## src/rtl/sgi_pkg.sv

```systemverilog
package sgi_pkg;
  localparam int WORD_W  = 32;
  localparam int SRC_LSB = 10;
  localparam int SRC_W   = 3;
  localparam logic [WORD_W-1:0] SPURIOUS_WORD = 32'h0000_03FF;

  typedef enum logic [1:0] {
    FLT_LIST   = 2'd0,
    FLT_OTHERS = 2'd1,
    FLT_SELF   = 2'd2,
    FLT_BAD    = 2'd3
  } sgi_filter_e;
endpackage

```

## src/rtl/sgi_trig_decode.sv

```systemverilog
module sgi_trig_decode
  import sgi_pkg::*;
#(
  parameter int NUM_CPU = 4,
  parameter int ID_W    = 4,
  parameter int CPU_W   = 2
) (
  input  logic               clk,
  input  logic               rst_n,
  input  logic               trig_valid,
  input  logic               trig_full_word,
  input  logic [CPU_W-1:0]   trig_cpu,
  input  logic [WORD_W-1:0]  trig_data,
  output logic               fire,
  output logic [NUM_CPU-1:0] tgt_mask,
  output logic [ID_W-1:0]    tgt_id
);
  sgi_filter_e        filter;
  logic [NUM_CPU-1:0] self_mask;

  always_comb begin
    filter    = sgi_filter_e'(trig_data[25:24]);
    self_mask = NUM_CPU'(1) << trig_cpu;
    tgt_id    = trig_data[ID_W-1:0];
    unique case (filter)
      FLT_LIST:   tgt_mask = trig_data[16 +: NUM_CPU];
      FLT_OTHERS: tgt_mask = ~self_mask;
      FLT_SELF:   tgt_mask = self_mask;
      default:    tgt_mask = '0;
    endcase
    fire = trig_valid && trig_full_word && (filter != FLT_BAD) && (tgt_mask != '0);
  end

  // the self filter reaches exactly the writer
  a_r4_self_only: assert property (@(posedge clk) disable iff (!rst_n)
    (fire && filter == FLT_SELF) |-> ($countones(tgt_mask) == 1 && tgt_mask[trig_cpu]));
  // the others filter never reaches the writer
  a_r3_others_skip_writer: assert property (@(posedge clk) disable iff (!rst_n)
    (fire && filter == FLT_OTHERS) |-> !tgt_mask[trig_cpu]);
endmodule

```

## src/rtl/sgi_src_cell.sv

```systemverilog
module sgi_src_cell #(
  parameter int NUM_CPU = 4
) (
  input  logic               clk,
  input  logic               rst_n,
  input  logic [NUM_CPU-1:0] set_bits,
  input  logic [NUM_CPU-1:0] clr_bits,
  input  logic [NUM_CPU-1:0] ack_bits,
  output logic [NUM_CPU-1:0] bits,
  output logic               pending
);
  always_ff @(posedge clk) begin
    if (!rst_n) bits <= '0;
    else        bits <= (bits & ~clr_bits & ~ack_bits) | set_bits;
  end

  assign pending = |bits;

  // bits set in a cycle survive any clear in that cycle
  a_r11_set_wins: assert property (@(posedge clk) disable iff (!rst_n)
    (set_bits != '0) |=> ((bits & $past(set_bits)) == $past(set_bits)));
  // with nothing removed, pending holds
  a_r8_pend_holds: assert property (@(posedge clk) disable iff (!rst_n)
    (pending && (clr_bits | ack_bits) == '0) |=> pending);
  // a cleared bit that is not set again is gone
  a_r10_clear_takes: assert property (@(posedge clk) disable iff (!rst_n)
    ((clr_bits & ~set_bits) != '0) |=> ((bits & $past(clr_bits & ~set_bits)) == '0));
endmodule

```

## src/rtl/sgi_ack_port.sv

```systemverilog
module sgi_ack_port
  import sgi_pkg::*;
#(
  parameter int NUM_CPU = 4,
  parameter int NUM_ID  = 16,
  parameter int ID_W    = 4,
  parameter int CPU_W   = 2
) (
  input  logic                      clk,
  input  logic                      rst_n,
  input  logic                      ack_req,
  input  logic [ID_W-1:0]           ack_id,
  input  logic [NUM_ID*NUM_CPU-1:0] bank,
  output logic [NUM_ID*NUM_CPU-1:0] ack_clr,
  output logic                      rsp_valid,
  output logic [WORD_W-1:0]         rsp_word
);
  logic [NUM_CPU-1:0] sel;
  logic [CPU_W-1:0]   src;
  logic [NUM_CPU-1:0] src_hot;
  logic               hit;
  logic [WORD_W-1:0]  word_d;
  logic [NUM_CPU-1:0] below_src;

  always_comb begin
    sel = bank[ack_id*NUM_CPU +: NUM_CPU];
    src = '0;
    for (int k = NUM_CPU - 1; k >= 0; k--) begin
      if (sel[k]) src = CPU_W'(k);
    end
    hit     = ack_req && (sel != '0);
    src_hot = hit ? (NUM_CPU'(1) << src) : '0;
    word_d  = '0;
    word_d[ID_W-1:0]          = ack_id;
    word_d[SRC_LSB +: SRC_W]  = SRC_W'(src);
    if (!hit) word_d = SPURIOUS_WORD;
  end

  for (genvar i = 0; i < NUM_ID; i++) begin : g_clr
    assign ack_clr[i*NUM_CPU +: NUM_CPU] = (ack_id == ID_W'(i)) ? src_hot : '0;
  end

  always_ff @(posedge clk) begin
    if (!rst_n) begin
      rsp_valid <= 1'b0;
      rsp_word  <= '0;
    end else begin
      rsp_valid <= ack_req;
      rsp_word  <= ack_req ? word_d : '0;
    end
  end

  always_comb below_src = (NUM_CPU'(1) << rsp_word[SRC_LSB +: SRC_W]) - NUM_CPU'(1);

  // an empty bitmap answers with the spurious word
  a_r9_empty_spurious: assert property (@(posedge clk) disable iff (!rst_n)
    (ack_req && sel == '0) |=> (rsp_valid && rsp_word == SPURIOUS_WORD));
  // the served source is the lowest one requesting
  a_r7_lowest_source: assert property (@(posedge clk) disable iff (!rst_n)
    (ack_req && sel != '0) |=> (($past(sel) & below_src) == '0));
  // the response carries the requested ID
  a_r7_id_echo: assert property (@(posedge clk) disable iff (!rst_n)
    (ack_req && sel != '0) |=> (rsp_word[ID_W-1:0] == $past(ack_id)));
endmodule

```

## src/rtl/sgi_dispatch.sv

```systemverilog
module sgi_dispatch
  import sgi_pkg::*;
#(
  parameter int NUM_CPU = 4,
  parameter int NUM_ID  = 16,
  localparam int CPU_W  = (NUM_CPU > 1) ? $clog2(NUM_CPU) : 1,
  localparam int ID_W   = $clog2(NUM_ID)
) (
  input  logic                        clk,
  input  logic                        rst_n,
  input  logic                        trig_valid,
  input  logic                        trig_full_word,
  input  logic [CPU_W-1:0]            trig_cpu,
  input  logic [31:0]                 trig_data,
  input  logic                        byte_valid,
  input  logic                        byte_clear,
  input  logic [CPU_W-1:0]            byte_cpu,
  input  logic [ID_W-1:0]             byte_id,
  input  logic [7:0]                  byte_data,
  input  logic [NUM_CPU-1:0]          ack_req,
  input  logic [NUM_CPU*ID_W-1:0]     ack_id,
  output logic [NUM_CPU-1:0]          rsp_valid,
  output logic [NUM_CPU*32-1:0]       rsp_word,
  output logic [NUM_CPU*NUM_ID-1:0]   pending
);
  localparam int BANK_W = NUM_ID * NUM_CPU;

  logic               fire;
  logic [NUM_CPU-1:0] tgt_mask;
  logic [ID_W-1:0]    tgt_id;
  logic [NUM_CPU-1:0] writer_hot;

  assign writer_hot = NUM_CPU'(1) << trig_cpu;

  sgi_trig_decode #(.NUM_CPU(NUM_CPU), .ID_W(ID_W), .CPU_W(CPU_W)) u_dec (
    .clk(clk), .rst_n(rst_n),
    .trig_valid(trig_valid), .trig_full_word(trig_full_word),
    .trig_cpu(trig_cpu), .trig_data(trig_data),
    .fire(fire), .tgt_mask(tgt_mask), .tgt_id(tgt_id)
  );

  for (genvar t = 0; t < NUM_CPU; t++) begin : g_tgt
    logic [BANK_W-1:0] bank;
    logic [BANK_W-1:0] ack_clr;
    logic              bank_sel;

    assign bank_sel = byte_valid && (byte_cpu == CPU_W'(t));

    for (genvar i = 0; i < NUM_ID; i++) begin : g_id
      logic [NUM_CPU-1:0] set_bits;
      logic [NUM_CPU-1:0] clr_bits;
      logic               id_byte;

      always_comb begin
        id_byte  = bank_sel && (byte_id == ID_W'(i));
        set_bits = '0;
        clr_bits = '0;
        if (fire && tgt_mask[t] && tgt_id == ID_W'(i)) set_bits = writer_hot;
        if (id_byte && !byte_clear) set_bits = set_bits | byte_data[NUM_CPU-1:0];
        if (id_byte &&  byte_clear) clr_bits = byte_data[NUM_CPU-1:0];
      end

      sgi_src_cell #(.NUM_CPU(NUM_CPU)) u_cell (
        .clk(clk), .rst_n(rst_n),
        .set_bits(set_bits), .clr_bits(clr_bits),
        .ack_bits(ack_clr[i*NUM_CPU +: NUM_CPU]),
        .bits(bank[i*NUM_CPU +: NUM_CPU]),
        .pending(pending[t*NUM_ID + i])
      );
    end

    sgi_ack_port #(.NUM_CPU(NUM_CPU), .NUM_ID(NUM_ID), .ID_W(ID_W), .CPU_W(CPU_W)) u_ack (
      .clk(clk), .rst_n(rst_n),
      .ack_req(ack_req[t]), .ack_id(ack_id[t*ID_W +: ID_W]),
      .bank(bank), .ack_clr(ack_clr),
      .rsp_valid(rsp_valid[t]), .rsp_word(rsp_word[t*32 +: 32])
    );
  end

  // a bad-filter trigger alone leaves all pending state unchanged
  a_r5_bad_filter_ignored: assert property (@(posedge clk) disable iff (!rst_n)
    (trig_valid && trig_data[25:24] == 2'b11 && !byte_valid && ack_req == '0) |=> $stable(pending));
  // a partial-width trigger alone leaves pending unchanged
  a_r5_partial_ignored: assert property (@(posedge clk) disable iff (!rst_n)
    (trig_valid && !trig_full_word && !byte_valid && ack_req == '0) |=> $stable(pending));
endmodule

```

## config.mk

```make
export PLATFORM = sky130hd
export DESIGN_NAME = sgi_dispatch
export DESIGN_NICKNAME = d
export VERILOG_FILES = /design/src/rtl/sgi_pkg.sv /design/src/rtl/sgi_trig_decode.sv /design/src/rtl/sgi_src_cell.sv /design/src/rtl/sgi_ack_port.sv /design/src/rtl/sgi_dispatch.sv
export SDC_FILE = /design/constraint.sdc
export NUM_CORES = 1
export LEC_CHECK = 0
export BUFFER_PORTS_ARGS = -buffer_cell sky130_fd_sc_hd__buf_4
export CAP_MARGIN = 10
export CORE_MARGIN = 2
export CORE_UTILIZATION = 25
export CTS_CLUSTER_SIZE = 14
export DETAILED_ROUTE_END_ITERATION = 16
export GPL_ROUTABILITY_DRIVEN = 0
export PLACE_DENSITY = 0.45
export SLEW_MARGIN = 20
export SYNTH_ARGS = -nofsm -noshare
export SYNTH_HDL_FRONTEND = slang
export SYNTH_HIERARCHICAL = 1
export SYNTH_SLANG_ARGS = --single-unit
export TNS_END_PERCENT = 20
```

## constraint.sdc

```tcl
create_clock -name clk -period 2.6 [get_ports clk]
set_clock_uncertainty 0.15 [all_clocks]
set_input_delay 0.13 -clock clk [delete_from_list [all_inputs] [get_ports clk]]
set_output_delay 0.13 -clock clk [all_outputs]
set_load 0.02 [all_outputs]
```

# --- Word-level counts from Yosys, hierarchy flattened ---
# Cells that the tools add are included.
# Widths: inputs -> output; s select.
word_totals:
  register_bits: 388
op_classes:
  n_reduce_logical: 357
  mux: 281
  n_eq_ne: 96
  shift: 9
  n_bitwise: 385
ops:
  columns: ["op", "count"]
  rows:
  - ["$mux 4", 260]
  - ["$not 4->4", 129]
  - ["$and 4x4->4", 128]
  - ["$or 4x4->4", 128]
  - ["$logic_and 1x1->1", 271]
  - ["$reduce_or 4->1", 64]
  - ["$shiftx 64x7->4", 4]
  - ["$eq 4x4->1 const B", 48]
  - ["$eq 4x3->1 const B", 24]
  - ["$eq 4x2->1 const B", 12]
  - ["$mux 10", 4]
  - ["$mux 2", 16]
  - ["$eq 4x1->1 const B", 6]
  - ["$logic_not 4->1", 6]
  - ["$reduce_bool 4->1", 5]
  - ["$shl 1x2->4 const A", 5]
  - ["$pmux 4 s3", 1]
  - ["$reduce_and 3->1", 4]
  - ["$reduce_and 2->1", 4]
  - ["$eq 2x2->1 const B", 3]
  - ["$eq 2x1->1 const B", 2]
  - ["$logic_not 2->1", 2]
  - ["$ne 2x2->1 const B", 1]
  - ["$logic_not 1->1", 1]

# --- Depth between registers and ports, before layout ---
logic_depth:
  depth_word: 11
  depth_mapped: 10
  depth_no_buf: 7

# --- Cells and area by module ---
# The synthesis kept the hierarchy.
modules_own_cells:
  columns: ["mod", "seq_area_each_um2", "cells_per_inst", "area_each_um2", "n_inst"]
  rows:
  - ["sgi_src_cell", 80.1, 13, 152.6, 64]
  - ["sgi_ack_port", 160.2, 189, 1413.9, 4]
  - ["sgi_dispatch", 0.0, 864, 4385.5, 1]
  - ["sgi_trig_decode", 0.0, 26, 212.7, 1]

# --- Worst setup path before layout ---
# OpenSTA, ideal clock, no wires.
synth_path:
  path_kind: "in2reg"
  start: "input ack_id[13]"
  end: "register g_tgt[3].g_id[0].u_cell.bits[3]"
  path_stages: 10
  t_arrival_ns: 1.934
  path_buffers: 3
  path_slack_ns: 0.402
  path_cell_list: "clkbuf_1 buf_2 mux4_2 a22oi_2 nand2_2 nand4b_4 buf_2 nor2_1 nor3b_1 o21a_1"
synth_between:
  elab_chain_len: 11
  word_cells_on_any_way: 14
synth_lines:
  columns: ["item", "line", "text"]
  rows:
  - ["from (decl)", "sgi_dispatch.sv:21", "input logic [NUM_CPU*ID_W-1:0] ack_id,"]
  - ["$shiftx 64x7->4", "sgi_ack_port.sv:26", "sel = bank[ack_id*NUM_CPU +: NUM_CPU];"]
  - ["$mux 2 (4 in a row)", "sgi_ack_port.sv:29", "if (sel[k]) src = CPU_W'(k);"]
  - ["$shl 1x2->4", "sgi_ack_port.sv:32", "src_hot = hit ? (NUM_CPU'(1) << src) : '0;"]
  - ["$mux 4", "sgi_ack_port.sv:32", null]
  - ["$mux 4 *", "sgi_ack_port.sv:40", "assign ack_clr[i*NUM_CPU +: NUM_CPU] = (ack_id == ID_W'(i)) ? src_hot : '0;"]
  - ["net g_tgt[3].ack_clr[3]", "sgi_dispatch.sv:44", "logic [BANK_W-1:0] ack_clr;"]
  - ["$not 4->4 *", "sgi_src_cell.sv:14", "else bits <= (bits & ~clr_bits & ~ack_bits) | set_bits;"]
  - ["$and 4x4->4 *", "sgi_src_cell.sv:14", null]
  - ["$or 4x4->4 *", "sgi_src_cell.sv:14", null]
  - ["to (signal assigned)", "sgi_src_cell.sv:14", null]
  - ["to (decl)", "sgi_src_cell.sv:9", "output logic [NUM_CPU-1:0] bits,"]
# Mark *: on every way through the listed nets, which the timed path passes. The rest lies on a longest branch.
# A chain may end at the register's enable or synchronous reset.

# --- Worst setup path in the final report ---
layout_path:
  start: "input ack_id[12]"
  end: "register g_tgt[3].g_id[8].u_cell.bits[2]"
layout_between:
  elab_chain_len: 11
  word_cells_on_any_way: 14
layout_lines:
  columns: ["item", "line"]
  rows:
  - ["$shiftx 64x7->4", "sgi_ack_port.sv:26"]
  - ["$mux 2 (4 in a row)", "sgi_ack_port.sv:29"]
  - ["$shl 1x2->4", "sgi_ack_port.sv:32"]
  - ["$mux 4", "sgi_ack_port.sv:32"]
  - ["$mux 4 *", "sgi_ack_port.sv:40"]
  - ["net g_tgt[3].ack_clr[34]", "sgi_dispatch.sv:44"]
  - ["$not 4->4 *", "sgi_src_cell.sv:14"]
  - ["$and 4x4->4 *", "sgi_src_cell.sv:14"]
  - ["$or 4x4->4 *", "sgi_src_cell.sv:14"]
  - ["to (signal assigned)", "sgi_src_cell.sv:14"]
  - ["to (decl)", "sgi_src_cell.sv:9"]
# Marks and branches as above.

==> run_summary.xml <==
<?xml version="1.0" encoding="UTF-8"?>
<metrics>
  <group name="sta">
    <metric name="period_needed" unit="ns">2.435</metric>
    <metric name="timing_hold_violations_final" unit="">0</metric>
    <metric name="rsz0062_at_grt" unit="">false</metric>
    <metric name="max_slew.worst_pin.slew" unit="ns">0.9648</metric>
    <metric name="finalCritPeriodShare" unit="">0.9364</metric>
    <metric name="maxClockFrequency" unit="MHz">410.7</metric>
    <metric name="timing.hold.ws" unit="ns">0.01212</metric>
    <metric name="final-setup-viol-count" unit="">0</metric>
    <metric name="timing_max_transition_violations_final" unit="">0</metric>
    <metric name="postLayoutSetupSlackWorst" unit="ns">0.1654</metric>
    <metric name="fin_setup_tns" unit="ns">0</metric>
    <metric name="slew_headroom" unit="">0.3552</metric>
  </group>
  <group name="power_and_ir_drop">
    <metric name="cell_internal_pwr" unit="mW">8.103</metric>
    <metric name="cellLeakagePower" unit="nW">8.499</metric>
    <metric name="switching_power" unit="mW">3.298</metric>
    <metric name="pwr-share-comb" unit="">0.125</metric>
    <metric name="power_switching_share" unit="">0.2893</metric>
    <metric name="vdd_ir_drop_max" unit="uV">344.3</metric>
    <metric name="p_per_area" unit="mW/mm^2">479.2</metric>
    <metric name="seq_power_share" unit="">0.392</metric>
    <metric name="clock_power_share" unit="">0.482</metric>
  </group>
  <group name="global_route">
    <metric name="grtUsageMet2" unit="">0.3695</metric>
    <metric name="grt_pass1_vias" unit="">20590</metric>
    <metric name="grt_first_pass_wirelength" unit="um">143000</metric>
    <metric name="globalRouteMet3Util" unit="">0.04937</metric>
    <metric name="gr-usage-met1" unit="">0.3012</metric>
    <metric name="global_route.usage.total" unit="">0.2361</metric>
    <metric name="maximum_number_of_pins_on_one_net_before_global_route_repair" unit="">87</metric>
    <metric name="global_route.peak_usage_layer" unit="">met2</metric>
    <metric name="initial_antenna_violation_count" unit="">1</metric>
    <metric name="globalRouteOverflowTotal" unit="">0</metric>
  </group>
  <group name="run">
    <metric name="number_of_max_cap_violations" unit="">0</metric>
  </group>
  <group name="drt">
    <metric name="dr.pass1.iters" unit="">7</metric>
    <metric name="route.vias.total" unit="">20880</metric>
    <metric name="routed_wl" unit="um">100700</metric>
    <metric name="drt_iter0_drc" unit="">2196</metric>
    <metric name="drc_errors" unit="">0</metric>
    <metric name="post_drt_via_cell_ratio" unit="">5.655</metric>
    <metric name="routed_length_per_instance" unit="um">27.27</metric>
    <metric name="ant_nets" unit="">0</metric>
  </group>
  <group name="critical_path">
    <metric name="r2r-start" unit="">g_tgt[3].g_id[14].u_cell/bits[0]</metric>
    <metric name="worst-endpoint-required" unit="ns">2.91</metric>
    <metric name="critical_register_to_register_path_endpoint" unit="">g_tgt[3].g_id[8].u_cell/bits[2]</metric>
    <metric name="endpoint_kind" unit="">flop</metric>
    <metric name="worst-r2r-cell-count" unit="">8</metric>
    <metric name="rrSetupSlack" unit="ns">0.30</metric>
    <metric name="crit_path_max_fanout" unit="">18</metric>
    <metric name="crit_type" unit="">primary input to flop</metric>
    <metric name="cp.arrival" unit="ns">2.74</metric>
    <metric name="critical_path.startpoint_type" unit="">primary input</metric>
  </group>
  <group name="cts">
    <metric name="tritoncts.num_buffers" unit="">38</metric>
    <metric name="clkSinkCount" unit="">288</metric>
    <metric name="post-cts-setup-buffer-count" unit="">0</metric>
    <metric name="max-clock-path-buffers" unit="">3</metric>
    <metric name="cts.root.buffer_cell" unit="">sky130_fd_sc_hd__clkbuf_16</metric>
    <metric name="htreeDepth" unit="">2</metric>
    <metric name="clk_pin_slew_worst_paths" unit="ns">0.06</metric>
    <metric name="clk-insertion-delay-late" unit="ns">0.58</metric>
    <metric name="tritoncts" unit="">yes</metric>
  </group>
  <group name="min_path">
    <metric name="holdPathEnd" unit="">g_tgt[2].g_id[1].u_cell/bits[3]</metric>
    <metric name="hold_depth" unit="">4</metric>
    <metric name="holdCritStartpoint" unit="">byte_data[3]</metric>
    <metric name="hp_class" unit="">primary input to flop</metric>
  </group>
  <group name="layout">
    <metric name="stdcell_count" unit="">3692</metric>
    <metric name="final_layout_size_suffix_gt1_frac" unit="">0.1995</metric>
    <metric name="nNetsFinal" unit="">2688</metric>
    <metric name="fillerInstances" unit="">8480</metric>
    <metric name="syn_to_final_growth" unit="%">18.82</metric>
    <metric name="inserted_diodes" unit="">0</metric>
    <metric name="final_core_utilization" unit="">0.3007</metric>
  </group>
  <group name="synthesis">
    <metric name="synth_sequential_area_ratio" unit="">0.2879</metric>
    <metric name="yosysTopAreaCell" unit="">sky130_fd_sc_hd__dfxtp_1</metric>
    <metric name="synth.cell_area" unit="mm^2">0.02002</metric>
    <metric name="avgSynthCellArea" unit="um^2">8.080</metric>
    <metric name="synth-seq-cells" unit="">288</metric>
    <metric name="synth.cells.most_frequent" unit="">sky130_fd_sc_hd__nor2_1 (523), sky130_fd_sc_hd__dfxtp_1 (288), sky130_fd_sc_hd__o21a_1 (273), sky130_fd_sc_hd__nand2_1 (254), sky130_fd_sc_hd__o22ai_1 (248)</metric>
    <metric name="synth-async-reset-ratio" unit="">0</metric>
    <metric name="synth_unique_cells" unit="">56</metric>
    <metric name="number_of_enable_type_register_cells_in_the_synthesized_netlist" unit="">0</metric>
    <metric name="yosysTopAreaCellShare" unit="">0.2879</metric>
    <metric name="ys.warnings.count" unit="">6</metric>
    <metric name="yosys.cell_count.top_type" unit="">sky130_fd_sc_hd__nor2_1</metric>
    <metric name="synthCells" unit="">2478</metric>
    <metric name="synth_area_leaders" unit="">sky130_fd_sc_hd__dfxtp_1 (29%), sky130_fd_sc_hd__o21a_1 (10%), sky130_fd_sc_hd__nor2_1 (9.8%), sky130_fd_sc_hd__o22ai_1 (7.7%), sky130_fd_sc_hd__nor3b_1 (7.3%)</metric>
    <metric name="synth-main-ff-cell" unit="">sky130_fd_sc_hd__dfxtp_1</metric>
  </group>
  <group name="floorplanning">
    <metric name="design.core.area" unit="mm^2">0.07913</metric>
    <metric name="design.portCount" unit="">270</metric>
    <metric name="initial_core_util" unit="">0.2530</metric>
    <metric name="die_width" unit="um">287.0</metric>
    <metric name="std_cell_rows" unit="">103</metric>
    <metric name="chipHeight" unit="um">287.0</metric>
    <metric name="die-area" unit="mm^2">0.08237</metric>
  </group>
  <group name="placement">
    <metric name="place.port_buffers" unit="">163</metric>
    <metric name="detailedPlacementHpwl" unit="um">67950</metric>
    <metric name="place_inst" unit="">3602</metric>
    <metric name="dp_slack" unit="ns">0.06693</metric>
  </group>
  <group name="outcome">
    <metric name="outcome" unit="">completed</metric>
  </group>
</metrics>
stage by stage:
stage,power (mW),instance area [um^2]
2_1_floorplan,5.435,20310
3_3_place_gp,5.920,22290
3_5_place_dp,5.931,22290
4_1_cts,11.43,23780
5_1_grt,11.68,23790
6_report,11.40,23790
power groups by stage:
stage | clock [mW] | sequential (mW) | combinational, mW
final | 5.50 | 4.47 | 1.43
after global routing | 5.74 | 4.47 | 1.47
after CTS | 5.57 | 4.47 | 1.39
after detailed placement | 0 | 4.57 | 1.36
after global placement | 0 | 4.57 | 1.35
after floorplan | 0 | 4.59 | 0.847
worst max-delay path by stage:
stage,from,endpoint,cells after the start
global placement,ack_id[4],g_tgt[1].g_id[13].u_cell/bits[2],9
detailed placement,ack_id[12],g_tgt[3].g_id[8].u_cell/bits[2],9
global route,ack_id[0],g_tgt[0].g_id[7].u_cell/bits[1],10
CTS,ack_id[12],g_tgt[3].g_id[8].u_cell/bits[2],10
finish,ack_id[12],g_tgt[3].g_id[8].u_cell/bits[2],10
floorplan,ack_id[13],g_tgt[3].g_id[0].u_cell/bits[3],10
routing by layer:
layer | up-vias | share of wire
met4 | 0 | 0.061
met1 | 10310 | 0.40
li1 | 9074 | -
met3 | 286 | 0.091
met5 | - | 0
met2 | 1207 | 0.45
layout by cell type (no fill, tap or decap), types with 22 or more instances in the layout:
cell type and instances:
sky130_fd_sc_hd__nor3b_1 196, sky130_fd_sc_hd__nand2_1 252, sky130_fd_sc_hd__dlygate4sd3_1 22, sky130_fd_sc_hd__o21a_1 273
sky130_fd_sc_hd__or4_1 64, sky130_fd_sc_hd__nor2_1 523, sky130_fd_sc_hd__o22ai_1 248, sky130_fd_sc_hd__dfxtp_1 288
sky130_fd_sc_hd__mux4_2 64, sky130_fd_sc_hd__nor3b_2 64, sky130_fd_sc_hd__buf_4 252, sky130_fd_sc_hd__conb_1 80
sky130_fd_sc_hd__clkbuf_16 41
registers in the layout, indices dropped and copies added, names as in the netlist:
signal,count
g_tgt.u_ack/rsp_word,28
g_tgt.u_ack/rsp_valid,4
g_tgt.g_id.u_cell/bits,256
layout make-up:
cell class / count / area (um^2) / area share
Clock buffer: 59 / 1194 / 0.05017
Clock inverter: 9 / 72.57 / 0.003050
Inverter: 2 / 7.507 / 0.0003156
Multi-Input combinational cell: 1986 / 12880 / 0.5414
Sequential cell: 288 / 5766 / 0.2423
Tap cell: 1050 / 1314 / 0.05522
Timing Repair Buffer: 298 / 2557 / 0.1075
cells by family (layout without fill, tap and decap cells):
group	Yosys count	after routing	synth area share
AO/OA/AOI/OAI	557	557	0.1963
XOR/XNOR	1	1	0.0004375
buffers and inverters	280	368	0.08380
flip-flops	288	288	0.2879
multiplexers	66	66	0.07299
other	4	80	0.0007496
AND/OR/NAND/NOR	1282	1282	0.3578
what timing repair did:
item,in CTS,in global routing
resized for setup,0,3
setup endpoints to repair,0,10
hold endpoints to repair,62,0
hold buffers,22,0
worst max-delay path, stage by stage:
cell and delay, ns:
sky130_fd_sc_hd__dlygate4sd3_1 0.54, sky130_fd_sc_hd__buf_6 0.28, sky130_fd_sc_hd__mux4_2 0.54, sky130_fd_sc_hd__nand2_1 0.12
sky130_fd_sc_hd__and4_1 0.39, sky130_fd_sc_hd__nand3_2 0.14, sky130_fd_sc_hd__buf_12 0.18, sky130_fd_sc_hd__nor2_1 0.16
sky130_fd_sc_hd__nor3b_2 0.07, sky130_fd_sc_hd__o21a_1 0.17
Note: power is estimated with default switching activity, not from simulation.
